**config.mk**
```make
export PLATFORM = sky130hd
export DESIGN_NAME = bl_pwm_gen
export DESIGN_NICKNAME = d
export VERILOG_FILES = /design/src/rtl/bl_pwm_pkg.sv /design/src/rtl/bl_pwm_regs.sv /design/src/rtl/bl_pwm_timebase.sv /design/src/rtl/bl_pwm_compare.sv /design/src/rtl/bl_pwm_gen.sv
export SDC_FILE = /design/constraint.sdc
export NUM_CORES = 1
export LEC_CHECK = 0
export ABC_AREA = 1
export BUFFER_PORTS_ARGS = -buffer_cell sky130_fd_sc_hd__buf_2
export CORE_MARGIN = 5
export CORE_UTILIZATION = 50
export DETAILED_ROUTE_END_ITERATION = 7
export PLACE_DENSITY = 0.72
export SYNTH_ARGS = -nofsm -noshare
export SYNTH_HDL_FRONTEND = slang
export SYNTH_SLANG_ARGS = --single-unit
```
**constraint.sdc**
```tcl
create_clock -name clk -period 4.35 [get_ports clk]
set_clock_uncertainty 0.1 [all_clocks]
set_input_delay 0 -clock clk [delete_from_list [all_inputs] [get_ports clk]]
set_output_delay 0 -clock clk [all_outputs]
set_load 0.05 [all_outputs]
```
**src/rtl/bl_pwm_pkg.sv**
```systemverilog
package bl_pwm_pkg;
  typedef enum logic [1:0] {
    SEL_DIV  = 2'd0,
    SEL_DUTY = 2'd1,
    SEL_CTRL = 2'd2,
    SEL_RSVD = 2'd3
  } reg_sel_e;
endpackage

```
**src/rtl/bl_pwm_regs.sv**
```systemverilog
module bl_pwm_regs
  import bl_pwm_pkg::*;
#(
  parameter int DIV_W = 16
) (
  input  logic             clk,
  input  logic             rst,
  input  logic             wr_en,
  input  logic [1:0]       wr_sel,
  input  logic [DIV_W-1:0] wr_data,
  output logic [DIV_W-1:0] div_sh,
  output logic [DIV_W-1:0] duty_sh,
  output logic             mul_sh
);
  always_ff @(posedge clk) begin
    if (rst) begin
      div_sh  <= '0;
      duty_sh <= '0;
      mul_sh  <= 1'b0;
    end else if (wr_en) begin
      case (reg_sel_e'(wr_sel))
        SEL_DIV:  div_sh  <= wr_data;
        SEL_DUTY: duty_sh <= wr_data;
        SEL_CTRL: mul_sh  <= wr_data[0];
        default:  ;
      endcase
    end
  end


  rsvd_ignore_chk: assert property (@(posedge clk) disable iff (rst)
    (wr_en && wr_sel == 2'd3) |=> ($stable(div_sh) && $stable(duty_sh) && $stable(mul_sh)));

  no_write_hold_chk: assert property (@(posedge clk) disable iff (rst)
    !wr_en |=> ($stable(div_sh) && $stable(duty_sh) && $stable(mul_sh)));
endmodule

```
**src/rtl/bl_pwm_timebase.sv**
```systemverilog
module bl_pwm_timebase #(
  parameter int DIV_W  = 16,
  parameter int MUL_LO = 16,
  parameter int MUL_HI = 128,
  localparam int CNT_W = DIV_W + $clog2(MUL_HI)
) (
  input  logic             clk,
  input  logic             rst,
  input  logic [DIV_W-1:0] div_sh,
  input  logic [DIV_W-1:0] duty_sh,
  input  logic             mul_sh,
  output logic [DIV_W-1:0] div_act,
  output logic [DIV_W-1:0] duty_act,
  output logic             mul_act,
  output logic [CNT_W-1:0] cnt
);
  logic [CNT_W-1:0] mul_val;
  logic [CNT_W-1:0] period;
  logic             idle;
  logic             wrap;

  assign mul_val = mul_act ? CNT_W'(MUL_HI) : CNT_W'(MUL_LO);
  assign period  = CNT_W'(div_act) * mul_val;
  assign idle    = (div_act == '0);
  assign wrap    = !idle && (cnt == period - CNT_W'(1));

  always_ff @(posedge clk) begin
    if (rst) begin
      div_act  <= '0;
      duty_act <= '0;
      mul_act  <= 1'b0;
      cnt      <= '0;
    end else begin
      if (idle || wrap) begin
        div_act  <= div_sh;
        duty_act <= duty_sh;
        mul_act  <= mul_sh;
        cnt      <= '0;
      end else begin
        cnt <= cnt + CNT_W'(1);
      end
    end
  end


  cnt_range_chk: assert property (@(posedge clk) disable iff (rst)
    !idle |-> (cnt < period));

  mid_period_hold_chk: assert property (@(posedge clk) disable iff (rst)
    (!idle && !wrap) |=> ($stable(div_act) && $stable(duty_act) && $stable(mul_act)));

  idle_count_chk: assert property (@(posedge clk) disable iff (rst)
    idle |=> (cnt == '0));
endmodule

```
**src/rtl/bl_pwm_compare.sv**
```systemverilog
module bl_pwm_compare #(
  parameter int DIV_W  = 16,
  parameter int MUL_LO = 16,
  parameter int MUL_HI = 128,
  localparam int CNT_W = DIV_W + $clog2(MUL_HI)
) (
  input  logic             clk,
  input  logic             rst,
  input  logic [DIV_W-1:0] div_act,
  input  logic [DIV_W-1:0] duty_act,
  input  logic             mul_act,
  input  logic [CNT_W-1:0] cnt,
  output logic             pwm_q
);
  logic [DIV_W-1:0] duty_eff;
  logic [CNT_W-1:0] high_len;

  assign duty_eff = (duty_act > div_act) ? div_act : duty_act;
  assign high_len = CNT_W'(duty_eff) * (mul_act ? CNT_W'(MUL_HI) : CNT_W'(MUL_LO));

  always_ff @(posedge clk) begin
    if (rst) pwm_q <= 1'b0;
    else     pwm_q <= (div_act != '0) && (cnt < high_len);
  end


  zero_duty_low_chk: assert property (@(posedge clk) disable iff (rst)
    (duty_act == '0) |=> !pwm_q);

  full_duty_high_chk: assert property (@(posedge clk) disable iff (rst)
    (div_act != '0 && duty_act == div_act) |=> pwm_q);

  clamp_high_chk: assert property (@(posedge clk) disable iff (rst)
    (div_act != '0 && duty_act > div_act) |=> pwm_q);

  period_start_high_chk: assert property (@(posedge clk) disable iff (rst)
    (div_act != '0 && duty_act != '0 && cnt == '0) |=> pwm_q);

  idle_low_chk: assert property (@(posedge clk) disable iff (rst)
    (div_act == '0) |=> !pwm_q);
endmodule

```
**src/rtl/bl_pwm_gen.sv**
```systemverilog
module bl_pwm_gen #(
  parameter int DIV_W  = 16,
  parameter int MUL_LO = 16,
  parameter int MUL_HI = 128
) (
  input  logic             clk,
  input  logic             rst,
  input  logic             wr_en,
  input  logic [1:0]       wr_sel,
  input  logic [DIV_W-1:0] wr_data,
  output logic             pwm_out
);
  localparam int CNT_W = DIV_W + $clog2(MUL_HI);

  logic [DIV_W-1:0] div_sh, duty_sh, div_act, duty_act;
  logic             mul_sh, mul_act;
  logic [CNT_W-1:0] cnt;

  bl_pwm_regs #(.DIV_W(DIV_W)) u_regs (
    .clk(clk), .rst(rst), .wr_en(wr_en), .wr_sel(wr_sel), .wr_data(wr_data),
    .div_sh(div_sh), .duty_sh(duty_sh), .mul_sh(mul_sh)
  );

  bl_pwm_timebase #(.DIV_W(DIV_W), .MUL_LO(MUL_LO), .MUL_HI(MUL_HI)) u_tb (
    .clk(clk), .rst(rst), .div_sh(div_sh), .duty_sh(duty_sh), .mul_sh(mul_sh),
    .div_act(div_act), .duty_act(duty_act), .mul_act(mul_act), .cnt(cnt)
  );

  bl_pwm_compare #(.DIV_W(DIV_W), .MUL_LO(MUL_LO), .MUL_HI(MUL_HI)) u_cmp (
    .clk(clk), .rst(rst), .div_act(div_act), .duty_act(duty_act),
    .mul_act(mul_act), .cnt(cnt), .pwm_q(pwm_out)
  );


  reset_low_chk: assert property (@(posedge clk) rst |=> !pwm_out);
endmodule

```
Word-level counts from Yosys, hierarchy flattened
Index checks and enable logic that the tools add are counted.
{ "op_classes": {"n_eq_ne": 3, "n_mux": 2, "n_lt_le_gt_ge": 2, "multipliers": 2, "addsub": 2, "n_reduce_logical": 11} }
{ "ops": {"columns": ["operator", "n"], "rows": [
  ["$mul A16 B23 Y23", 2],
  ["$add A23 B1 Y23 const B", 1],
  ["$eq A23 B23 Y1", 1],
  ["$lt A23 B23 Y1", 1],
  ["$sub A23 B1 Y23 const B", 1],
  ["$gt A16 B16 Y1", 1],
  ["$logic_not A16 Y1", 1],
  ["$mux W16", 1],
  ["$reduce_bool A16 Y1", 1],
  ["$mux W8", 1],
  ["$reduce_and A2 Y1", 3],
  ["$eq A2 B1 Y1 const B", 1],
  ["$eq A2 B2 Y1 const B", 1],
  ["$logic_and A1 B1 Y1", 2],
  ["$logic_not A2 Y1", 1],
  ["$reduce_or A2 Y1", 1],
  ["$logic_not A1 Y1", 1],
  ["$logic_or A1 B1 Y1", 1]
]} }
{ "word_totals": {"word_cells": 30, "inputBits": 21, "register_bits": 90, "output_inout_bits": 1} }

Logic depth before layout (Yosys ltp)
{ "logic_depth": {"depth_word": 7, "mapped_depth": 32, "ltp_nobuf": 31} }

Modules after synthesis
A second synthesis with hierarchy kept.
{ "unflattened": {"cells_unflattened": 1254, "area_unflattened_um2": 8419.3} }
{ "modules_own_cells": {"columns": ["mod", "cells_per_inst", "area_per_inst_um2", "instances", "seq_area_each_um2"], "rows": [
  ["bl_pwm_timebase", 688, 4689.5, 1, 1121.1],
  ["bl_pwm_compare", 349, 2297.2, 1, 20.0],
  ["bl_pwm_regs", 217, 1432.6, 1, 660.6]
]} }

Least setup slack after synthesis
No wires, ideal clock.
{ "synth_path": {"path_kind": "reg-to-reg", "from": "register u_tb.div_act[15]", "to": "register u_cmp.pwm_q", "t_required_ps": 4135, "setup_ps": 115, "n_path_buf": 1, "path_stages_with_launch": 28, "path_slack_ps": -158, "arrival_ps": 4293, "period_less_slack_ps": 4508, "path_cell_list": "dfxtp_1 -> inv_1 -> ha_1 -> nand2_1 -> inv_1 -> nand3_1 -> nor3_1 -> nand4_1 -> nand2_1 -> clkbuf_1 -> nand2_1 -> o21ai_0 -> nor2_1 -> ha_1 -> ha_1 -> ha_1 -> ha_1 -> a21oi_1 -> o21ai_0 -> a21oi_1 -> o21ai_0 -> a21oi_1 -> o21ai_0 -> xor2_1 -> ha_1 -> nand4_1 -> a21oi_1 -> nor3_1"} }
{ "synth_between": {"elab_chain_len": 5, "elab_cells_between_ends": 6, "cone_classes": "1 x mul; 2 x order compare; 1 x mux; 2 x reduce/logical"} }
{ "synth_rtl": {"columns": ["element", "line_no", "source"], "rows": [
  ["from (decl)", "bl_pwm_timebase.sv:12", "output logic [DIV_W-1:0] div_act,"],
  ["from (signal assigned)", "bl_pwm_timebase.sv:35", "div_act <= div_sh;"],
  ["$gt A16 B16 Y1", "bl_pwm_compare.sv:18", "assign duty_eff = (duty_act > div_act) ? div_act : duty_act;"],
  ["$mux W16", "bl_pwm_compare.sv:18", null],
  ["$mul A16 B23 Y23", "bl_pwm_compare.sv:19", "assign high_len = CNT_W'(duty_eff) * (mul_act ? CNT_W'(MUL_HI) : CNT_W'(MUL_LO));"],
  ["$lt A23 B23 Y1", "bl_pwm_compare.sv:23", "else pwm_q <= (div_act != '0) && (cnt < high_len);"],
  ["$logic_and A1 B1 Y1 *", "bl_pwm_compare.sv:23", null],
  ["to (signal assigned)", "bl_pwm_compare.sv:23", null],
  ["to (decl)", "bl_pwm_compare.sv:13", "output logic pwm_q"]
]} }
Mark *: on every way between the ends. The rest lies on a longest branch, timed or not.
A chain may end at the register's enable or synchronous reset.

Worst setup path in the final report
{ "layout_path": {"from": "register u_tb.div_act[11]", "to": "register u_cmp.pwm_q"} }
Same word-level chain as after synthesis.

==> impl_metrics.yaml <==
run_status:
  status: "finished with violations"
  violations: "negative setup slack"
floorplan:
  start_util: 0.514
  die_w_um: 136
  fp.dieH_um: 136
  core_area_um2: 15300
  row_count: 45
  die_area_um2: 18400
  ios: 22
timing:
  period_share: 1.02
  slew_violations: 0
  tightest_slew_ns: 0.633
  final_hold_viol_count: 0
  setup_violations: 1
  fmax_mhz: 226
  finalCriticalPeriod_ns: 4.42
  hold_slack_ns: 0.347
  rsz0062_at_grt: "yes"
  relSlewSlack: 0.578
  setup_slack_ns: -0.0683
place:
  io_buffers: 21
  dpl.hpwl_um: 14700
  routabilityCongestion: 0.917
cts:
  cts.sinks: 90
  root_buffer: "clkbuf_16"
  cts_htree_levels: 3
  clock_latency_ns: 0.35
  cts_made_buffers: 9
  cts_tree: "done"
  clk_path_buf_depth: 2
  cts.clk_slew.worst_paths_ns: 0.08
route:
  vias: 7708
  drt-initial-drc-count: 455
  drc_errors: 0
  totalWireLength_um: 20500
  wl_per_cell_um: 13.8
  antenna_left: 0
  first_pass_iters: 7
  viasPerCell: 5.20
setup_path:
  slowest_stage: "dfxtp_1"
  start_kind: "register"
  path_class: "register to register"
  cp.arrival_ns: 4.55
  crit_top_cell: "ha_4"
  cp.required_ns: 4.48
  critPathBufInv: 1
  end_kind: "register"
  critPathMaxStageDelay_ns: 0.34
  worstPathMaxFanout: 5
  cpLargestDelayFamily: "adder cells"
global_route:
  grt-ovfl-total: 0
  grt_usage: 0.214
  grt_pass1_vias: 7131
  antenna_found_initial: 0
  grt_pass1_wl_um: 32600
  grt_max_degree: 68
finish:
  final_nets: 1427
  antennaDiodeCount: 0
  n_fill_cell: 1299
  syn_to_final_growth_pct: 26.7
  drive_gt1_frac: 0.194
  final_util: 0.651
synth:
  synth.avg_cell_area_um2: 6.85
  syn_inst: 1149
  yosysUniqueCellTypes: 39
  ys.flop_type: "dfxtp_1"
  ys_async_sr_fraction: 0
  netlist_area_um2: 7880
  seq_area_frac_synth: 0.229
  synth_edf_count: 0
  ys_ff_latch: 90
  ys_top_cells_by_area: "dfxtp_1 23%, ha_1 21%, nand2_1 11%"
  yosysTopAreaCell: "dfxtp_1"
  yosysTopAreaCellShare: 0.229
  yosysWarnings: 0
power:
  p_leak_nw: 4.99
  powerDensity_nw_per_um2: 792
  p_total_mw: 7.90
  vdd_drop_max_v: 0.000374
worst_hold_path:
  timing.hold.worst.class: "primary input to register"
run:
  drv_cap: 0
## where the power goes
part	internal, mW	switching, mW	leakage [nW]
clock network	0.411	0.374	0.149
registers	0.925	0.0610	0.737
logic	2.71	3.42	4.10
## metrics by stage
step           cell area (um2)  setup WS (ns)  cells  setup TNS (ns)
2_1_floorplan             7930         0.0167   1157               0
3_3_place_gp              8720         -0.214   1429          -0.248
3_5_place_dp              8720         -0.387   1429          -0.411
4_1_cts                   9400        -0.0672   1471         -0.0672
5_1_grt                   9980         -0.294   1481          -0.659
6_report                  9980        -0.0683   1481         -0.0683
## worst paths after layout
path	endpoint	startpoint	slack [ns]	cells after the start
max	u_cmp.pwm_q	u_tb.div_act[11]	-0.07	27
min	u_regs.div_sh[13]	wr_data[13]	0.35	4
max reg2reg	u_cmp.pwm_q	u_tb.div_act[11]	-0.07	27
min reg2reg	u_tb.cnt[0]	u_tb.cnt[0]	0.35	1
## cell type report
| type | count | area, um2 | share of cell area |
|---|---|---|---|
| timing repair buffer | 135 | 1160 | 0.116 |
| clock buffer | 9 | 225 | 0.0226 |
| sequential | 90 | 1810 | 0.182 |
| inverter | 155 | 582 | 0.0583 |
| multi-input combinational | 874 | 5860 | 0.587 |
| tap | 211 | 264 | 0.0265 |
| clock inverter | 7 | 76.3 | 0.00765 |
## worst reg2reg max path, delay by kind of cell, from the launching register on
kind,cells,cell delay [ns]
fa+ha+maj,6,1.47
compound gates,9,1.14
simple gates,10,1.02
flops,1,0.34
xor+xnor,1,0.16
buf+inv,1,0.08
## sequential cells by signal (all words and copies together), names as in the netlist
name	flops
u_tb.mul_act	1
u_regs.div_sh	16
u_regs.mul_sh	1
u_tb.duty_act	16
u_tb.cnt	23
u_tb.div_act	16
u_regs.duty_sh	16
u_cmp.pwm_q	1
## routing by layer
metal / vias up / GRT usage / wire (um)
met4: 0 / 0.0482 / 280
met2: 188 / 0.374 / 10300
li1: 3941 / - / -
met3: 27 / 0.0234 / 964
met1: 3552 / 0.285 / 9010
met5: - / 0 / 0
## cell usage after synthesis (2+ instances only)
library cell and number:
dfxtp_1 90, clkbuf_1 23, nand3_2 13, nand3_1 76, nand2_1 231, xnor2_1 14
a21oi_1 74, xor2_1 30, nand4_1 11, ha_1 131, o21bai_1 2, buf_2 9
nor3_2 2, mux2i_1 2, buf_6 6, nor2_2 2, nor2_1 167, inv_1 149
nand2_2 2, o211ai_1 8, inv_2 6, nor4_1 5, nor3_1 10, fa_1 10
o21ai_0 62
## logic make-up after synthesis
logic type | after synthesis | share of synthesized area
AND/OR/NAND/NOR | 523 | 0.283
buffers and inverters | 195 | 0.100
AO/OA/AOI/OAI | 153 | 0.102
adder cells (fa/ha/maj) | 141 | 0.234
flip-flops | 90 | 0.229
XOR/XNOR | 44 | 0.0489
multiplexers | 2 | 0.00254
other | 1 | 0.000476
## what timing repair did
item                       in CTS  in global routing
resized for setup              32                 86
setup buffers                   4                  6
pin swaps                       9                 36
hold buffers                   20                  0
gates cloned                    2                  4
setup endpoints to repair       6                 57
hold endpoints to repair       34                  0
## placed cells by master (no fill, tap or decap), drive strengths merged, types with 2 or more instances in the layout
master / n
o21ai: 63
xor2: 30
mux2i: 2
ha: 131
or2: 2
dlygate4sd3: 20
o211ai: 8
a21oi: 74
clkbuf: 13
dfxtp: 90
fa: 10
nor3: 12
buf: 111
nor4: 5
inv: 160
o21bai: 2
nand2: 235
nor2: 169
xnor2: 14
nand3: 89
clkinv: 2
conb: 9
nand4: 11
(Power assumes the default switching activity.)
